## src/rtl/tcap_pkg.sv

```systemverilog
package tcap_pkg;
  localparam logic [3:0] MODE_OFF   = 4'b0000;
  localparam logic [3:0] MODE_FALL  = 4'b0100;
  localparam logic [3:0] MODE_RISE  = 4'b0101;
  localparam logic [3:0] MODE_DIVLO = 4'b0110;
  localparam logic [3:0] MODE_DIVHI = 4'b0111;

  function automatic logic mode_active(input logic [3:0] m);
    return (m[3:2] == 2'b01);
  endfunction
endpackage

```

## src/rtl/tcap_sync_edge.sv

```systemverilog
module tcap_sync_edge #(
  parameter int STAGES = 2
) (
  input  logic clk,
  input  logic rst_n,
  input  logic pin_async,
  output logic rise,
  output logic fall
);
  logic [STAGES:0] chain;

  always_ff @(posedge clk) begin
    if (!rst_n) chain <= '0;
    else        chain <= {chain[STAGES-1:0], pin_async};
  end

  always_comb begin
    rise = chain[STAGES-1] & ~chain[STAGES];
    fall = ~chain[STAGES-1] & chain[STAGES];
  end
endmodule

```

## src/rtl/tcap_prescale.sv

```systemverilog
module tcap_prescale
  import tcap_pkg::*;
#(
  parameter int DIV_LO = 4,
  parameter int DIV_HI = 16
) (
  input  logic       clk,
  input  logic       rst_n,
  input  logic [3:0] mode,
  input  logic       rise,
  input  logic       fall,
  output logic       evt,
  output logic       mode_hop
);
  localparam int CNT_W = $clog2(DIV_HI);
  localparam logic [CNT_W-1:0] LIM_LO = CNT_W'(DIV_LO - 1);
  localparam logic [CNT_W-1:0] LIM_HI = CNT_W'(DIV_HI - 1);

  logic [CNT_W-1:0] cnt;
  logic [3:0]       prev_mode;
  logic             divided;

  always_comb begin
    divided = (mode == MODE_DIVLO) || (mode == MODE_DIVHI);
    unique case (mode)
      MODE_FALL:  evt = fall;
      MODE_RISE:  evt = rise;
      MODE_DIVLO: evt = rise && (cnt >= LIM_LO);
      MODE_DIVHI: evt = rise && (cnt >= LIM_HI);
      default:    evt = 1'b0;
    endcase
    mode_hop = mode_active(mode) && mode_active(prev_mode) && (mode != prev_mode);
  end

  always_ff @(posedge clk) begin
    if (!rst_n) begin
      cnt       <= '0;
      prev_mode <= MODE_OFF;
    end else begin
      prev_mode <= mode;
      if (!mode_active(mode))   cnt <= '0;
      else if (divided && rise) cnt <= evt ? '0 : cnt + 1'b1;
    end
  end
endmodule

```

## src/rtl/tcap_capture.sv

```systemverilog
module tcap_capture #(
  parameter int TW = 16
) (
  input  logic          clk,
  input  logic          rst_n,
  input  logic          src_sel,
  input  logic [TW-1:0] timer_a,
  input  logic [TW-1:0] timer_b,
  input  logic          evt,
  input  logic          mode_hop,
  input  logic          flag_clr,
  output logic [TW-1:0] cap_val,
  output logic          cap_flag
);
  logic [TW-1:0] src;

  always_comb src = src_sel ? timer_b : timer_a;

  always_ff @(posedge clk) begin
    if (!rst_n) begin
      cap_val  <= '0;
      cap_flag <= 1'b0;
    end else begin
      if (evt) cap_val <= src;
      cap_flag <= evt | mode_hop | (cap_flag & ~flag_clr);
    end
  end
endmodule

```

## src/rtl/tcap_top.sv

```systemverilog
module tcap_top #(
  parameter int TW     = 16,
  parameter int STAGES = 2,
  parameter int DIV_LO = 4,
  parameter int DIV_HI = 16
) (
  input  logic          clk,
  input  logic          rst_n,
  input  logic [3:0]    cfg_mode,
  input  logic          src_sel,
  input  logic [TW-1:0] timer_a,
  input  logic [TW-1:0] timer_b,
  input  logic          cap_pin,
  input  logic          flag_clr,
  output logic [TW-1:0] cap_val,
  output logic          cap_flag
);
  logic rise_w, fall_w, evt_w, hop_w;

  tcap_sync_edge #(.STAGES(STAGES)) u_sync (
    .clk(clk), .rst_n(rst_n), .pin_async(cap_pin), .rise(rise_w), .fall(fall_w)
  );

  tcap_prescale #(.DIV_LO(DIV_LO), .DIV_HI(DIV_HI)) u_ps (
    .clk(clk), .rst_n(rst_n), .mode(cfg_mode), .rise(rise_w), .fall(fall_w),
    .evt(evt_w), .mode_hop(hop_w)
  );

  tcap_capture #(.TW(TW)) u_cap (
    .clk(clk), .rst_n(rst_n), .src_sel(src_sel), .timer_a(timer_a), .timer_b(timer_b),
    .evt(evt_w), .mode_hop(hop_w), .flag_clr(flag_clr), .cap_val(cap_val), .cap_flag(cap_flag)
  );
endmodule

```

## config.mk

```make
export PLATFORM = sky130hd
export DESIGN_NAME = tcap_top
export DESIGN_NICKNAME = d
export VERILOG_FILES = /design/src/rtl/tcap_pkg.sv /design/src/rtl/tcap_sync_edge.sv /design/src/rtl/tcap_prescale.sv /design/src/rtl/tcap_capture.sv /design/src/rtl/tcap_top.sv
export SDC_FILE = /design/constraint.sdc
export NUM_CORES = 1
export LEC_CHECK = 0
export BUFFER_PORTS_ARGS = -buffer_cell sky130_fd_sc_hd__clkbuf_2
export CORE_MARGIN = 2
export CORE_UTILIZATION = 49
export CTS_BUF_LIST = sky130_fd_sc_hd__clkbuf_2
export DETAILED_ROUTE_END_ITERATION = 12
export PLACE_DENSITY = 0.82
export SLEW_MARGIN = 10
export SYNTH_ARGS = -nofsm -noshare
export SYNTH_HDL_FRONTEND = slang
export SYNTH_SLANG_ARGS = --single-unit
```

## constraint.sdc

```tcl
create_clock -name clk -period 2 [get_ports clk]
set_input_delay 0.2 -clock clk [delete_from_list [all_inputs] [get_ports clk]]
set_output_delay 0.2 -clock clk [all_outputs]
set_load 0.01 [all_outputs]
```

==> impl.org <==
** Yosys
- Sequential cell area fraction in the yosys report :: 41.0%
- Cell area after synthesis :: 0.00137 mm^2
- Count of cell types in the netlist :: 29
- After synthesis, the share of flip-flops with an asynchronous set or reset is 0%.
- Of all cell types, the one taking the most synthesized area is dfxtp_1.
- Proportion of netlist area held by the largest area contributor :: 41.0%
- Yosys attributes the largest share of cell area to dfxtp_1, mux2i_1, o211ai_1.
- The number of nets handed over by synthesis was 189.
- Synthesized area per cell :: 9.31 um^2
- In the synthesized netlist, the number of instances is 147.
- Count of warnings emitted by yosys :: 0
- Among all flip-flop cells after synthesis, the most frequent one is dfxtp_1.
- Number of flops mapped to enable cells by yosys :: 0
- List of most frequent post-synthesis cells :: dfxtp_1, nand2_1, nand2b_1, mux2i_1, o211ai_1
- Total of flip-flops plus latches after synthesis :: 28
- Top-count cell post-synth :: dfxtp_1

** Critical path
- The slowest stage of the critical path belongs to the cell dfxtp_1.
- Signal arrival time at the worst endpoint :: 2.02 ns
- Req. time, crit path :: 2.29 ns
- Worst-path maximum fanout :: 17
- Delay of the slowest critical-path stage :: 0.39 ns
- Kind of critical path :: flop to flop
- Critical Path Start Type :: flop
- Chain of cells forming the critical path :: ha_1 > a21bo_4 > a2bb2oi_2 > o211a_1 > buf_12 > mux2i_1
- Critical path capture point type :: flop

** Cells and area
- From synthesis to final layout, the design area changed by 21.9%.
- The filler cells instantiated in the layout total 244.
- 0 antenna diodes ended up in the layout.
- Nets :: 243
- Ratio of cells with drive above 1 in the final layout :: 32.2%
- Once layout is complete, the utilization of the core stands at 61.6%.

** STA
- Total of endpoints with negative setup slack in the final report :: 0
- RSZ-0062 raised after global routing :: false
- Setup_tns :: 0 ns
- At the pin with the least slew margin, the transition time is 0.694 ns.
- The number of hold-slack violations in the final timing report is 0.
- After layout, the minimum clock period comes to 1.73 ns.
- The max-slew violation count came to 0.
- Highest achievable clock rate :: 0.579 GHz
- The worst path meets setup with 0.272 ns of slack.
- The worst pin sits at a relative slew slack of 53.7%.
- Setup Skew :: 0.00161 ns
- Fin crit share :: 86.4%

** Placement
- The congestion estimate from routability-driven global placement came to 0.745.
- The count of buffers added on input and output ports is 57.
- Placed wire-length estimate after detailed placement :: 2260 um
- At the placement stage, the worst setup path has a slack of 0.300 ns.

** Drt
- Detailed routing inserted a total of 1219 vias.
- Dividing the detail-routed via count by the number of cells gives 5.30.
- In the final routed layout, each cell accounts on average for 12.3 um.
- Number of routed nets with antenna violations :: 0
- First-pass DRT Iterations :: 6
- Routed wire length :: 2840 um
- The detailed router finished its first iteration with 39 violations.
- DRC Markers :: 0

** Floorplanning
- Initial Util :: 50.5%
- Horiz. Die Dim :: 56.9 um
- DIE AREA :: 0.00323 mm^2
- After floorplanning, the core was divided into 19 placement rows.
- Floorplan core area :: 0.00271 mm^2
- Measured along the y axis, the die boundary spans 56.9 um.
- During I/O placement, the number of pins put on the boundary was 58.

** Clocking
- Insertion delay of the later-clocked pin in the worst-skew pair :: 0.34 ns
- Clock tree synthesis inserted a total of 3 buffers.
- Maximum number of buffers from clock root to sink :: 2
- TritonCTS clock tree :: built
- Setup bufs post-CTS :: 0
- Clock-pin slew was measured on the worst setup and hold paths at 0.24 ns.
- In this run the number of H-tree levels came out at 1.
- Number of clock sinks :: 28
- Root Buffer :: clkbuf_2

** Power
- Worst ir drop on vdd :: 346 uV
- The design draws 0.000886 W.
- For this design the static power due to leakage is 0.822 nW.
- Pwr/cell area :: 531 mW/mm^2

** Outcome
- Run status :: complete, no violations

** Flow run
- Count of maximum capacitance violations :: 0

** Hold path
- The worst hold path belongs to the class input pin to flop.

** GRT
- Wire length of the first global-routing pass :: 4800 um
- Number of antenna violations at the first check in global routing :: 0
- The via count of the first global-routing pass was 1185.
- Remaining global-route overflow :: 0
- Maximum number of pins on one net before global-route repair :: 42
- Aggregate global-route resource usage :: 18.9%
==> layer usage <==
| metal | wire length [um] | track usage (%) |
|---|---|---|
| met3 | 148 | 3.46 |
| met1 | 1130 | 20.5 |
| met4 | 36 | 9.63 |
| met5 | 0 | 0 |
| met2 | 1530 | 34.7 |
==> placed cells by master, fill, tap and decap left out, drive strengths merged <==
cell type,n
a21bo,1
a21oi,4
a2bb2oi,1
a31oi,1
and2,8
and4bb,1
buf,1
clkbuf,60
dfxtp,28
dlygate4sd3,1
ha,1
inv,3
mux2i,16
nand2,20
nand2b,17
nand3,2
nand3b,2
nand4b,2
nor2,2
nor2b,2
nor3,1
o2111ai,1
o211a,1
o211ai,16
o21ai,3
o2bb2ai,1
or3,1
xor2,2
==> metrics by stage <==
| step | std cells | hold WS [ns] | instance area [um^2] |
|---|---|---|---|
| after detailed placement | 226 | 0.413 | 1640 |
| after CTS | 229 | 0.0201 | 1660 |
| after global placement | 226 | 0.406 | 1640 |
| final | 230 | 0.0590 | 1670 |
| after floorplan | 147 | 0.322 | 1370 |
| after global routing | 230 | 0.0215 | 1670 |
==> path summary, 6_finish.rpt <==
path,from,to,slack (ns),depth (start not counted)
setup / recovery,u_ps.cnt[0],u_cap.cap_val[5],0.27,6
hold / removal,cfg_mode[2],u_ps.prev_mode[2],0.06,2
setup reg to reg,u_ps.cnt[0],u_cap.cap_val[5],0.27,6
hold reg to reg,u_sync.chain[0],u_sync.chain[1],0.47,1
==> what timing repair did <==
item,CTS,global route
gates resized for setup,0,0
hold buffers,0,1
hold endpoints to repair,0,1
==> final cells by class <==
cell class              instances  area (um^2)  area share (%)
repair buffers                 59          315            18.9
flip-flops and latches         28          561            33.6
inverters                       3         11.3           0.675
multi-input cells             106          728            43.6
clock buffers                   3         15.0           0.900
well taps                      31         38.8            2.32
==> where the power goes <==
group	total, W	internal [W]	switching, W
sequential	0.000573	0.000569	0.00000418
combinational	0.000118	0.0000631	0.0000553
clock	0.000194	0.0000408	0.000153
==> sequential cells by signal, indices dropped and copies added (netlist names) <==
register	cells
u_sync.chain	3
u_cap.cap_val	16
u_ps.cnt	4
u_ps.prev_mode	4
u_cap.cap_flag	1
==> critical path, delay by kind of cell (launching register included) <==
kind            cells  cell delay, ns
mux                 1            0.21
buf+inv             1            0.18
flops               1            0.39
fa+ha+maj           1            0.26
compound gates      3            0.65
==> kinds of logic (layout without fill, tap and decap cells) <==
kind of cell,count (synthesis),after routing,synth area share [%]
AO/OA/AOI/OAI,29,29,16.1
multiplexers,16,16,11.7
flip-flops,28,28,41.0
AND/OR/NAND/NOR,58,58,23.2
XOR/XNOR,2,2,1.28
buffers and inverters,13,65,5.85
adder cells (fa/ha/maj),1,1,0.914
No activity file was read; power rests on OpenSTA's default activity.
